`src/rtl/gpio_irq_pkg.sv`:
```
package gpio_irq_pkg;
  typedef enum logic [2:0] {
    TRIG_FALL = 3'd0,
    TRIG_RISE = 3'd1,
    TRIG_LOW  = 3'd2,
    TRIG_HIGH = 3'd3,
    TRIG_BOTH = 3'd4
  } trig_e;

  localparam int ADDR_W = 4;
  localparam int DATA_W = 32;

  localparam logic [ADDR_W-1:0] WA_ENABLE = 4'd0;
  localparam logic [ADDR_W-1:0] WA_STATUS = 4'd1;
  localparam logic [ADDR_W-1:0] WA_SHOW   = 4'd2;
  localparam logic [ADDR_W-1:0] WA_ACK    = 4'd3;
  localparam logic [ADDR_W-1:0] WA_MSET   = 4'd4;
  localparam logic [ADDR_W-1:0] WA_MCLR   = 4'd5;
  localparam logic [ADDR_W-1:0] WA_DRIVE  = 4'd6;
  localparam logic [ADDR_W-1:0] WA_LEVEL  = 4'd7;
  localparam logic [ADDR_W-1:0] WA_DIR    = 4'd8;
  localparam logic [ADDR_W-1:0] WA_MODE_LO = 4'd9;
  localparam logic [ADDR_W-1:0] WA_MODE_HI = 4'd10;
  localparam logic [ADDR_W-1:0] WA_SRST   = 4'd12;
endpackage

```
`src/rtl/gpio_pin_sync.sv`:
```
module gpio_pin_sync #(
  parameter int WIDTH = 16
) (
  input  logic             clk,
  input  logic             rst_n,
  input  logic             hold,
  input  logic [WIDTH-1:0] d,
  output logic [WIDTH-1:0] q,
  output logic [WIDTH-1:0] q_prev
);
  logic [WIDTH-1:0] meta_q;

  always_ff @(posedge clk or negedge rst_n) begin
    if (!rst_n) begin
      meta_q <= '0;
      q      <= '0;
      q_prev <= '0;
    end else if (hold) begin
      meta_q <= '0;
      q      <= '0;
      q_prev <= '0;
    end else begin
      meta_q <= d;
      q      <= meta_q;
      q_prev <= q;
    end
  end
endmodule

```
`src/rtl/gpio_trig_detect.sv`:
```
module gpio_trig_detect
  import gpio_irq_pkg::*;
(
  input  logic       cur,
  input  logic       prev,
  input  logic [2:0] mode,
  output logic       hit
);
  always_comb begin
    case (mode)
      TRIG_FALL: hit = prev & ~cur;
      TRIG_RISE: hit = ~prev & cur;
      TRIG_LOW:  hit = ~cur;
      TRIG_HIGH: hit = cur;
      TRIG_BOTH: hit = prev ^ cur;
      default:   hit = 1'b0;
    endcase
  end
endmodule

```
`src/rtl/gpio_irq_regfile.sv`:
```
module gpio_irq_regfile
  import gpio_irq_pkg::*;
#(
  parameter int NPINS = 16
) (
  input  logic               clk,
  input  logic               rst_n,
  input  logic               bus_en,
  input  logic               bus_we,
  input  logic [ADDR_W-1:0]  bus_addr,
  input  logic [DATA_W-1:0]  bus_wdata,
  output logic [DATA_W-1:0]  bus_rdata,
  input  logic [NPINS-1:0]   pin_lvl,
  input  logic [NPINS-1:0]   hit,
  output logic [3*NPINS-1:0] mode_flat,
  output logic [NPINS-1:0]   drive_q,
  output logic [NPINS-1:0]   dir_q,
  output logic [NPINS-1:0]   show,
  output logic               srst_q
);
  localparam int PAD = DATA_W - NPINS;
  localparam int NIB = 8;

  logic [NPINS-1:0] en_q, st_q, mk_q;
  logic [2:0]       mode_q [NPINS];
  logic             wr, rd;
  logic [NPINS-1:0] wbits, ack_vec, set_vec;
  logic [DATA_W-1:0] mode_lo_w, mode_hi_w, rdata_d;
  logic             unused_ok;

  assign wr      = bus_en & bus_we;
  assign rd      = bus_en & ~bus_we;
  assign wbits   = bus_wdata[NPINS-1:0];
  assign ack_vec = (wr && bus_addr == WA_ACK) ? wbits : '0;
  assign set_vec = hit & en_q;
  assign show    = st_q & ~mk_q;
  assign unused_ok = ^bus_wdata;

  always_ff @(posedge clk or negedge rst_n) begin
    if (!rst_n) srst_q <= 1'b0;
    else if (wr && bus_addr == WA_SRST) srst_q <= bus_wdata[0];
  end

  always_ff @(posedge clk or negedge rst_n) begin
    if (!rst_n) begin
      en_q <= '0; st_q <= '0; mk_q <= '0; drive_q <= '0; dir_q <= '0;
      for (int i = 0; i < NPINS; i++) mode_q[i] <= '0;
    end else if (srst_q) begin
      en_q <= '0; st_q <= '0; mk_q <= '0; drive_q <= '0; dir_q <= '0;
      for (int i = 0; i < NPINS; i++) mode_q[i] <= '0;
    end else begin
      if (wr && bus_addr == WA_ENABLE) en_q    <= wbits;
      if (wr && bus_addr == WA_DRIVE)  drive_q <= wbits;
      if (wr && bus_addr == WA_DIR)    dir_q   <= wbits;
      if (wr && bus_addr == WA_MSET)   mk_q    <= mk_q | wbits;
      if (wr && bus_addr == WA_MCLR)   mk_q    <= mk_q & ~wbits;
      st_q <= (st_q & ~ack_vec) | set_vec;
      for (int i = 0; i < NPINS; i++) begin
        if (i < NIB) begin
          if (wr && bus_addr == WA_MODE_LO) mode_q[i] <= bus_wdata[4*(i%NIB) +: 3];
        end else begin
          if (wr && bus_addr == WA_MODE_HI) mode_q[i] <= bus_wdata[4*(i%NIB) +: 3];
        end
      end
    end
  end

  always_comb begin
    mode_lo_w = '0;
    mode_hi_w = '0;
    for (int i = 0; i < NPINS; i++) begin
      if (i < NIB) mode_lo_w[4*(i%NIB) +: 3] = mode_q[i];
      else         mode_hi_w[4*(i%NIB) +: 3] = mode_q[i];
    end
  end

  genvar g;
  generate
    for (g = 0; g < NPINS; g++) begin : g_flat
      assign mode_flat[3*g +: 3] = mode_q[g];
    end
  endgenerate

  always_comb begin
    case (bus_addr)
      WA_ENABLE:          rdata_d = {{PAD{1'b0}}, en_q};
      WA_STATUS:          rdata_d = {{PAD{1'b0}}, st_q};
      WA_SHOW:            rdata_d = {{PAD{1'b0}}, show};
      WA_MSET, WA_MCLR:   rdata_d = {{PAD{1'b0}}, mk_q};
      WA_DRIVE:           rdata_d = {{PAD{1'b0}}, drive_q};
      WA_LEVEL:           rdata_d = {{PAD{1'b0}}, pin_lvl};
      WA_DIR:             rdata_d = {{PAD{1'b0}}, dir_q};
      WA_MODE_LO:         rdata_d = mode_lo_w;
      WA_MODE_HI:         rdata_d = mode_hi_w;
      WA_SRST:            rdata_d = {{(DATA_W-1){1'b0}}, srst_q};
      default:            rdata_d = '0;
    endcase
  end

  always_ff @(posedge clk or negedge rst_n) begin
    if (!rst_n) bus_rdata <= '0;
    else if (rd) bus_rdata <= rdata_d;
  end

  // a status bit may only rise on a pin that was enabled
  assert_status_needs_enable_R7: assert property (@(posedge clk) disable iff (!rst_n)
    ((st_q & ~$past(st_q) & ~$past(en_q)) == '0));

  // an active soft reset keeps every register at zero
  assert_srst_holds_R10: assert property (@(posedge clk) disable iff (!rst_n)
    srst_q |=> (en_q == '0 && st_q == '0 && mk_q == '0 && dir_q == '0 && drive_q == '0));

  // the mask changes only through the set and clear words
  assert_mask_only_by_write_R9: assert property (@(posedge clk) disable iff (!rst_n)
    (!(wr && (bus_addr == WA_MSET || bus_addr == WA_MCLR)) && !srst_q) |=> $stable(mk_q));

  // acknowledged bits drop unless a detection coincides
  assert_ack_clears_R8: assert property (@(posedge clk) disable iff (!rst_n)
    (wr && bus_addr == WA_ACK && !srst_q) |=> ((st_q & $past(wbits) & ~$past(set_vec)) == '0));
endmodule

```
`src/rtl/gpio_irq_port.sv`:
```
module gpio_irq_port
  import gpio_irq_pkg::*;
#(
  parameter int NPINS = 16
) (
  input  logic              clk,
  input  logic              rst_n,
  input  logic              bus_en,
  input  logic              bus_we,
  input  logic [ADDR_W-1:0] bus_addr,
  input  logic [DATA_W-1:0] bus_wdata,
  output logic [DATA_W-1:0] bus_rdata,
  input  logic [NPINS-1:0]  pin_in,
  output logic [NPINS-1:0]  pin_out,
  output logic [NPINS-1:0]  pin_oe,
  output logic              irq
);
  logic [NPINS-1:0]   lvl, lvl_prev, hit, show;
  logic [3*NPINS-1:0] mode_flat;
  logic               srst;

  gpio_pin_sync #(.WIDTH(NPINS)) u_sync (
    .clk(clk), .rst_n(rst_n), .hold(srst),
    .d(pin_in), .q(lvl), .q_prev(lvl_prev)
  );

  genvar g;
  generate
    for (g = 0; g < NPINS; g++) begin : g_det
      gpio_trig_detect u_det (
        .cur(lvl[g]), .prev(lvl_prev[g]),
        .mode(mode_flat[3*g +: 3]), .hit(hit[g])
      );
    end
  endgenerate

  gpio_irq_regfile #(.NPINS(NPINS)) u_regs (
    .clk(clk), .rst_n(rst_n),
    .bus_en(bus_en), .bus_we(bus_we), .bus_addr(bus_addr),
    .bus_wdata(bus_wdata), .bus_rdata(bus_rdata),
    .pin_lvl(lvl), .hit(hit), .mode_flat(mode_flat),
    .drive_q(pin_out), .dir_q(pin_oe), .show(show), .srst_q(srst)
  );

  assign irq = |show;
endmodule

```
`config.mk`:
```
export PLATFORM = sky130hd
export DESIGN_NAME = gpio_irq_port
export DESIGN_NICKNAME = d
export VERILOG_FILES = /design/src/rtl/gpio_irq_pkg.sv /design/src/rtl/gpio_pin_sync.sv /design/src/rtl/gpio_trig_detect.sv /design/src/rtl/gpio_irq_regfile.sv /design/src/rtl/gpio_irq_port.sv
export SDC_FILE = /design/constraint.sdc
export NUM_CORES = 1
export LEC_CHECK = 0
export BUFFER_PORTS_ARGS = -buffer_cell sky130_fd_sc_hd__clkbuf_2
export CAP_MARGIN = 20
export CORE_ASPECT_RATIO = 1.1
export CORE_MARGIN = 3
export CORE_UTILIZATION = 64
export CTS_CLUSTER_SIZE = 8
export DETAILED_ROUTE_END_ITERATION = 7
export PLACE_DENSITY = 0.95
export SETUP_SLACK_MARGIN = 0.2
export SLEW_MARGIN = 15
export SYNTH_ARGS = -nofsm -noshare
export SYNTH_HDL_FRONTEND = slang
export SYNTH_SLANG_ARGS = --single-unit
```
`constraint.sdc`:
```
create_clock -name clk -period 3.03 [get_ports clk]
set_input_delay 0 -clock clk [delete_from_list [all_inputs] [get_ports clk]]
set_output_delay 0 -clock clk [all_outputs]
set_load 0.02 [all_outputs]
```
# Yosys cells after proc, flatten, opt, wreduce, memory -nomap -nowiden
# Cells that the tools add are included.
# classes
muxes	48
eq_ne	75
n_bitwise	92
reduce_logical	34
# op_table
operator	n
$pmux W31 S10	1
$mux W16	14
$eq A3 B2 Y1 const B	32
$pmux W1 S5	16
$and A16 B16 Y16	4
$eq A3 B1 Y1 const B	16
$eq A3 B3 Y1 const B	16
$logic_not A3 Y1	16
$mux W3	16
$mux W48	1
$not A16 Y16	3
$and A1 B1 Y1	34
$not A1 Y1	33
$or A16 B16 Y16	2
$eq A4 B3 Y1 const B	4
$eq A4 B4 Y1 const B	4
$reduce_or A16 Y1	1
$xor A1 B1 Y1	16
$reduce_bool A2 Y1	5
$logic_and A1 B1 Y1	9
$eq A4 B2 Y1 const B	2
$eq A4 B1 Y1 const B	1
$logic_not A4 Y1	1
$reduce_bool A3 Y1	1
$reduce_or A2 Y1	1
# word_totals
wordCells	275
register_bits	209
in_bits	56

# Longest topological paths before layout
# Gate-level depths: netlist of run 1.
# logic_depth
ltp_word	7
mapped_depth	7
ltp_nobuf	6

# Cells and area by module
# A second synthesis of run 1 with hierarchy kept.
# unflattened
hier_cells	1105
area_unflattened_um2	10860.4
# by_module_without_submodules
mod	n_inst	cells_per_inst	area_per_inst_um2	seq_area_each_um2
gpio_irq_regfile	1	855	8042.7	3928.8
gpio_pin_sync	1	101	1545.2	1201.2
gpio_trig_detect	16	9	77.6	0.0
gpio_irq_port	1	5	31.3	0.0

# Worst setup path after synthesis of run 1
# OpenSTA, ideal clock, no wires.
# synth_path
kind	register to output
startpoint	register u_regs.st_q[2]
endpoint	output irq
slack_ns	1.308
arrival_time_ns	1.722
path_stages_with_launch	5
cell_sequence	dfrtp_1 nor2b_1 nand4b_1 or4_1 or4_1
# synth_between
elab_chain_cells	2
# synth_lines
element	line_no	rtl
from (decl)	gpio_irq_regfile.sv:24	logic [NPINS-1:0] en_q, st_q, mk_q;
from (signal assigned)	gpio_irq_regfile.sv:57	st_q <= (st_q & ~ack_vec) | set_vec;
$and A16 B16 Y16	gpio_irq_regfile.sv:36	assign show = st_q & ~mk_q;
$reduce_or A16 Y1	gpio_irq_port.sv:45	assign irq = |show;
to (decl)	gpio_irq_port.sv:16	output logic irq
# No other way between the ends.

# Final worst setup path of run 1
# Same ends and word-level chain as after synthesis.

==> results of run 1 <==
[layer usage]
layer / vias to the layer above / track usage (%) / part of all wire (%)
met5: - / 0 / 0
met4: 0 / 21.50 / 7.3
met3: 235 / 10.88 / 14
met2: 950 / 56.30 / 44
met1: 4682 / 47.36 / 34
li1: 4163 / - / -
[synth_stat cells (3+ instances only)]
master    number
dfrtp_1      205
nand2_1      199
a21oi_1      106
inv_1         55
nor2b_1       49
mux2i_1       47
nor2_1        44
o21ai_0       43
clkbuf_1      42
ha_1          32
buf_2         27
a311oi_1      19
mux2_2        18
nor3_1        18
a211oi_1      16
buf_4         15
a221o_1       14
a22oi_1       12
a32oi_1       12
a31o_2        11
nand2b_1      11
xnor2_1       11
nor3b_1       10
o22ai_1        7
o211ai_1       6
a21o_1         5
a221oi_1       5
a222oi_1       4
a32o_1         4
nor3_2         4
o31a_1         4
a211o_1        3
a31oi_1        3
and3b_1        3
buf_1          3
nand4_1        3
o221ai_1       3
[area by class of cell]
cell class | instances | share of cell area, %
flip-flops and latches | 205 | 40.92
multi-input cells | 766 | 38.70
repair buffers | 196 | 10.78
clock buffers | 30 | 5.814
well taps | 200 | 1.995
inverters | 55 | 1.646
clock inverters | 2 | 0.1097
diodes | 2 | 0.03989
[worst reg2reg max path: stages, from the launching register on]
cell and delay [ns]:
dfrtp_1 0.54, inv_1 0.12, ha_1 0.20, mux2_2 0.26, mux2i_1 0.13, o21ai_0 0.23
a31o_2 0.32
[state kept, by name, summed over array words and instances, names as in the netlist]
register,cells
u_sync.q,16
u_regs.mode_flat,48
u_regs.srst_q,1
u_regs.en_q,16
u_sync.q_prev,16
u_regs.dir_q,16
u_sync.meta_q,16
u_regs.st_q,16
u_regs.mk_q,16
u_regs.bus_rdata,28
u_regs.drive_q,16
[through the flow]
step / setup WS (ns) / power [uW] / hold slack, ns / instance area, um^2
final: 0.5241 / 7497 / 0.05426 / 12550
after global routing: 0.4782 / 7743 / 0.1222 / 12550
after CTS: 0.5627 / 7419 / 0.03611 / 12540
after detailed placement: 1.025 / 4609 / 0.1382 / 11340
after global placement: 1.051 / 4531 / 0.1309 / 11340
after floorplan: 1.308 / 4113 / -0.2956 / 10620
[cells by family (layout without fill, tap and decap cells)]
family | count (synthesis) | count (layout) | share of synthesized area, %
DFF | 205 | 205 | 48.37
muxes | 65 | 65 | 6.347
AOI/OAI and AO/OA | 290 | 290 | 18.25
adders and majority gates | 32 | 32 | 3.775
and+or+nand+nor | 364 | 364 | 16.23
other | 1 | 6 | 0.03536
buffers and inverters | 144 | 283 | 6.087
xor gates and xnor gates | 11 | 11 | 0.9083
[power by group through the flow]
stage / clock, uW / sequential [uW] / combinational, uW
after CTS: 2780 / 3300 / 1340
after floorplan: 0 / 3280 / 829
after detailed placement: 0 / 3340 / 1270
after global routing: 2900 / 3340 / 1500
final: 2780 / 3320 / 1390
after global placement: 0 / 3320 / 1210
[how the worst min path moves through the flow]
stage | slack, ns | to | cells past startpoint | from
global route | 0.12 | u_regs.bus_rdata[14] | 3 | bus_addr[2]
global placement | 0.13 | u_sync.meta_q[10] | 1 | rst_n
CTS | 0.04 | u_regs.bus_rdata[7] | 3 | bus_addr[3]
detailed placement | 0.14 | u_sync.meta_q[10] | 1 | rst_n
finish | 0.05 | u_regs.bus_rdata[7] | 3 | bus_addr[3]
floorplan | -0.30 | u_regs.bus_rdata[0] | 0 | rst_n
[what timing repair did]
| item | in CTS | in global routing |
|---|---|---|
| setup endpoints to repair | 0 | 0 |
| hold endpoints to repair | 226 | 0 |
| hold buffers | 46 | 0 |
==> results by group, run 1 <==
Setup path
  – Largest delay contributor family on the critical path: simple AND/OR/NAND/NOR gates
  – Buf/Inv on CP: 1
  – Worst R2R Setup Slack: 1.09 ns
  – Reg2reg end: u_regs.st_q[11]
  – Worst setup path class: reg -> out
  – CP max-delay cell: or4_1
  – Worst R2R Path Depth: 6
  – Arrival time worst endpoint: 2.51 ns
  – Number of cells on the critical path: 5
  – Worst Path Required: 3.03 ns
  – Crit end category: primary output
  – Critical Path Most Common Cell: or4_1
  – Reg-to-Reg Start: u_sync.q[11]
  – Cell Chain, Critical Path: nor2b_1, nand4b_1, or4_1, or4_1, clkbuf_2
  – Critical Path End: irq
  – CP Launch Point: u_regs.st_q[2]
  – Critical Path Source Type: register
  – Largest stage delay, worst path: 0.59 ns
  – Critical Path Fanout Max: 3

Power and ir drop
  – IR drop worst, VDD: 0.0004497 V
  – Logic pwr share: 18.5%
  – Switching pwr: 2282 uW
  – Pint: 5214 uW
  – Leak: 0.005718 uW
  – PD cells: 597.5 nW/um^2
  – Flop pwr share: 44.3%
  – Clock share of power: 37.1%
  – Sw Share: 30.44%

Die
  – Rows: 48
  – Die area: 18160 um^2
  – Core footprint: 15980 um^2
  – Die H: 141.0 um
  – Number of I/O pins: 121
  – Initial Utilization: 66.39%
  – Chip Width: 128.7 um

Place
  – RD Place Congestion: 1.022
  – Port buffer count: 112
  – Cells after DPL: 1376
  – HPWL Detailed: 20940 um

Synthesis
  – Flop and latch count out of synthesis: 205
  – Number of synthesized flops with an enable pin: 0
  – Primary FF master, synth: dfrtp_1
  – Yosys top cell area share: 48.37%
  – Synth Warn #: 0
  – Async S/R FF share, synth: 100.0%
  – Seq/Total Area, Yosys: 48.37%
  – Dominant cell type by area after synthesis: dfrtp_1
  – Cell Area, Synth: 10610 um^2
  – Avg Cell Area, Syn: 9.538 um^2
  – Mapped Cells: 1112
  – Synth unique cells: 63
  – Synth area leaders: dfrtp_1, nand2_1, a21oi_1, mux2i_1, ha_1

STA
  – Tmin final: 2.506 ns
  – RSZ-0062 raised after global routing: no
  – Period utilisation layout: 82.70%
  – Final setup skew: 0.03557 ns
  – FMAX: 399.1 MHz
  – Slew Viols, Final: 0
  – Final hold vios: 0
  – Worst slew margin: 40.61%
  – Setup violators final: 0
  – Setup TNS: 0 ns
  – Slew @ Worst Pin: 0.8880 ns

Job
  – Maxcap violations: 0

Layout
  – FF/Latch Area: 5134 um^2
  – Multi-input logic area: 4855 um^2
  – Area Overhead vs Synth: 18.28%
  – Final core occ: 78.53%
  – Most common cell after layout, fill and taps aside: dfrtp_1
  – Cell Count, Final, Fillers Out: 1456
  – Fillcell total: 952
  – Layout cells sized above 1: 17.78%
  – Nets: 1341
  – Most frequent cells in the layout: dfrtp_1, nand2_1, clkbuf_2

GRT
  – Initial antenna violation count: 2
  – Largest net degree at the start of global routing: 97
  – Global-route wire length before repair: 52970 um
  – Vias in the first global route: 9866
  – Gr ovfl total: 0
  – Gr usage total: 37.11%

Clock tree
  – CTS clock-pin slew for the worst setup and hold paths: 0.05 ns
  – Clk sink count: 205
  – CTS Buf Count: 29
  – Setup bufs post-CTS: 0
  – Latest clock arrival within the worst-skew pair: 0.55 ns
  – CTS Buffer Depth: 3
  – Post-cts resize count: 0
  – Root buf cell: clkbuf_16
  – # H-tree levels: 1
  – CTS tree: built

Run status
  – Violated checks: design-rule violations
  – Outcome: finished, violations left

Route
  – Routed WL: 34000 um
  – Drt wl/cell: 23.35 um
  – Via count: 10030
  – DRC viols: 37
  – Initial drt markers: 1680
  – Post-DR vias/cell: 6.889
  – Drt first pass iters: 8
  – Post-DRT Antenna Nets: 0

Min path
  – Min-delay worst type: in -> reg
No activity file was read; power rests on OpenSTA's default activity.
==> run 2: changes to the inputs <==
- ABC_AREA: unset -> 1
- CORE_UTILIZATION: 64 -> 59
- PLACE_DENSITY: 0.95 -> 0.91
- clock period: 3.03 -> 2.6 ns (I/O delays scaled with it)
==> results by group, run 2 <==
Layout
  – Area Overhead vs Synth: 18.15% (was 18.28%)
  – Finished Cell Area: 12850 um^2 (was 12550 um^2)
  – Nets: 1724 (was 1341)
  – Final core occ: 71.94% (was 78.53%)
  – Fillcell total: 1357 (was 952)
  – Most frequent cells in the layout: nand2_1, inv_1, dfrtp_1 (was dfrtp_1, nand2_1, clkbuf_2)
  – Layout cells sized above 1: 13.57% (was 17.78%)
  – Most common cell after layout, fill and taps aside: nand2_1 (was dfrtp_1)
  – ANT cells: 0 (was 2)
  – Max reg flops: 48 (unchanged)

Setup path
  – Buf/Inv on CP: 3 (was 1)
  – Worst setup path class: reg -> reg (was reg -> out)
  – Critical Path Most Common Cell: nand2_1 (was or4_1)
  – Largest stage delay, worst path: 0.62 ns (was 0.59 ns)
  – Largest delay contributor family on the critical path: buffers and inverters (was simple AND/OR/NAND/NOR gates)
  – Critical Path Fanout Max: 19 (was 3)
  – Worst Path Required: 3.00 ns (was 3.03 ns)
  – Crit end category: register (was primary output)
  – Cell Chain, Critical Path: clkinv_2, nand2_1, buf_4, inv_1, nand2_1, o21ai_0 (was nor2b_1, nand4b_1, or4_1, or4_1, clkbuf_2)
  – Critical Path Source Type: register (unchanged)
  – CP max-delay cell: dfrtp_2 (was or4_1)
  – Arrival time worst endpoint: 2.38 ns (was 2.51 ns)

Synthesis
  – Flop and latch count out of synthesis: 205 (unchanged)
  – Seq/Total Area, Yosys: 47.15% (was 48.37%)
  – Async S/R FF share, synth: 100.0% (unchanged)
  – Cell Area, Synth: 10880 um^2 (was 10610 um^2)
  – Synth area leaders: dfrtp_1, nand2_1, inv_1, nor2_1, nand3_1 (was dfrtp_1, nand2_1, a21oi_1, mux2i_1, ha_1)
  – Most instantiated cells after synthesis: nand2_1, inv_1, dfrtp_1 (was dfrtp_1, nand2_1, a21oi_1)
  – Most numerous cell in the Yosys netlist: nand2_1 (was dfrtp_1)
  – Mapped Cells: 1475 (was 1112)
  – Primary FF master, synth: dfrtp_1 (unchanged)
  – Avg Cell Area, Syn: 7.376 um^2 (was 9.538 um^2)
  – Synth unique cells: 31 (was 63)
  – Number of synthesized flops with an enable pin: 0 (unchanged)
  – Synth Warn #: 0 (unchanged)
  – Dominant cell type by area after synthesis: dfrtp_1 (unchanged)
  – Yosys top cell area share: 47.15% (was 48.37%)

Power and ir drop
  – Flop pwr share: 42.8% (was 44.3%)
  – Sw Share: 32.91% (was 30.44%)
  – Pint: 6102 uW (was 5214 uW)
  – Logic pwr share: 21.7% (was 18.5%)
  – PD cells: 707.6 nW/um^2 (was 597.5 nW/um^2)
  – Switching pwr: 2993 uW (was 2282 uW)
  – IR drop worst, VDD: 0.0005697 V (was 0.0004497 V)
  – Leak: 0.006713 uW (was 0.005718 uW)
  – Clock share of power: 35.5% (was 37.1%)

STA
  – Slew @ Worst Pin: 0.6192 ns (was 0.8880 ns)
  – Final hold vios: 0 (unchanged)
  – RSZ-0062 raised after global routing: no (unchanged)
  – Setup violators final: 0 (unchanged)
  – Setup TNS: 0 ns (unchanged)
  – FMAX: 504.7 MHz
  – Period utilisation layout: 76.21%
  – Tmin final: 1.981 ns
  – Worst slew margin: 58.72% (was 40.61%)
  – Final setup skew: 0.01617 ns (was 0.03557 ns)
  – Slew Viols, Final: 0 (unchanged)

GRT
  – Met2 GRT Util: 51.17% (was 56.30%)
  – Met1 Use GR: 41.57% (was 47.36%)
  – Vias in the first global route: 9913 (was 9866)
  – Initial antenna violation count: 0 (was 2)
  – Gr usage total: 31.39% (was 37.11%)
  – Global-route wire length before repair: 50040 um (was 52970 um)
  – Gr ovfl total: 0 (unchanged)
  – GRT busiest layer: met2 (unchanged)
  – M3 GR Usage: 4.973% (was 10.88%)
  – Largest net degree at the start of global routing: 72 (was 97)

Place
  – Port buffer count: 112 (unchanged)
  – Placed Instance Area: 11650 um^2 (was 11340 um^2)
  – HPWL Detailed: 21830 um (was 20940 um)
  – RD Place Congestion: 0.9815 (was 1.022)

Clock tree
  – Post-cts resize count: 0 (unchanged)
  – # H-tree levels: 1 (unchanged)
  – CTS Buffer Depth: 3 (unchanged)
  – CTS clock-pin slew for the worst setup and hold paths: 0.05 ns (about the same)
  – CTS Buf Count: 29 (unchanged)
  – Setup bufs post-CTS: 0 (unchanged)
  – CTS tree: built (unchanged)
  – Clk sink count: 205 (unchanged)
  – Latest clock arrival within the worst-skew pair: 0.53 ns (was 0.55 ns)
  – Hold buffers post-CTS: 47 (was 46)
  – Root buf cell: clkbuf_16 (unchanged)

Route
  – Initial drt markers: 1081 (was 1680)
  – Drt first pass iters: 6 (was 8)
  – Routed WL: 31490 um (was 34000 um)
  – Post-DR vias/cell: 5.515 (was 6.889)
  – Drt wl/cell: 16.80 um (was 23.35 um)
  – Via count: 10340 (was 10030)
  – DRC viols: 0 (was 37)
  – Post-DRT Antenna Nets: 0 (unchanged)

Min path
  – Min-delay worst type: in -> reg (unchanged)

Die
  – Core footprint: 17870 um^2 (was 15980 um^2)
  – Rows: 51 (was 48)
  – Initial Utilization: 60.89% (was 66.39%)
  – Die H: 148.4 um (was 141.0 um)
  – Chip Width: 135.5 um (was 128.7 um)
  – Die area: 20110 um^2 (was 18160 um^2)
  – Number of I/O pins: 121 (unchanged)

Run status
  – Outcome: completed (was finished, violations left)

Job
  – Maxcap violations: 0 (unchanged)
==> run 2: changes by cell type in the layout (fill, tap and decap cells not counted), sizes merged, moves of 49 or more <==
cell / change
nand2: +279
inv: +181
nor2: +127
nand3: +112
o21ai: +81
a21oi: -74
nor2b: -49
==> run 2: area by class of cell <==
type,count,area [um^2],area share (%)
inverters,238,899.6,6.999
well taps,238,297.8,2.317
multi-input cells,980,4553,35.42
repair buffers,182,1237,9.627
flip-flops and latches,205,5131,39.92
clock inverters,1,5.005,0.03894
clock buffers,30,729.5,5.675
==> run 2: worst paths after layout <==
check                      depth (start not counted)  slack, ns              endpoint         startpoint
max reg2reg                                        6       0.62  u_regs.mode_flat[17]      u_regs.srst_q
min                                                5       0.05   u_regs.bus_rdata[4]             bus_we
min in group asynchronous                          2       0.06  u_regs.bus_rdata[13]              rst_n
max in group asynchronous                          3       1.69   u_regs.bus_rdata[9]              rst_n
max                                                6       0.62  u_regs.mode_flat[17]      u_regs.srst_q
min reg2reg                                        2       0.45          u_sync.q[12]  u_sync.meta_q[12]
==> run 2: through the flow <==
stage / worst slack [ns] / std cells / total power, uW / hold WS, ns
after CTS: 0.6870 / 1874 / 9074 / 0.03585
after floorplan: 1.237 / 1478 / 5121 / -0.2956
after detailed placement: 0.7239 / 1796 / 5796 / 0.05379
after global placement: 0.7879 / 1796 / 5713 / 0.05589
after global routing: 0.5613 / 1874 / 9490 / 0.07840
final: 0.6185 / 1874 / 9095 / 0.05034
==> run 2: kinds of logic (layout without fill, tap and decap cells) <==
| family | Yosys count | after routing | synth area share (%) |
|---|---|---|---|
| AND/OR/NAND/NOR | 772 | 772 | 29.15 |
| multiplexers | 1 | 1 | 0.09201 |
| flip-flops | 205 | 205 | 47.15 |
| buffers and inverters | 293 | 451 | 11.12 |
| other | 1 | 4 | 0.03447 |
| AO/OA/AOI/OAI | 171 | 171 | 8.764 |
| adder cells (fa/ha/maj) | 32 | 32 | 3.680 |
==> run 2: routing by layer <==
layer,vias to the layer above,routed length [um]
met5,-,0
met4,0,1508
met3,113,3129
met2,616,14680
met1,4774,12170
li1,4833,-
==> run 2: worst min-delay path, cell delays in order <==
cell	delay, ns
clkbuf_2	0.09
nor2_2	0.04
buf_4	0.25
nand2_1	0.11
nand2_1	0.05
==> run 2: power by group through the flow <==
stage          registers, uW  clock network (uW)  logic, uW
6_report                3890                3230       1980
5_1_grt                 3930                3390       2180
4_1_cts                 3880                3250       1950
3_5_place_dp            3920                   0       1880
3_3_place_gp            3900                   0       1810
2_1_floorplan           3960                   0       1160
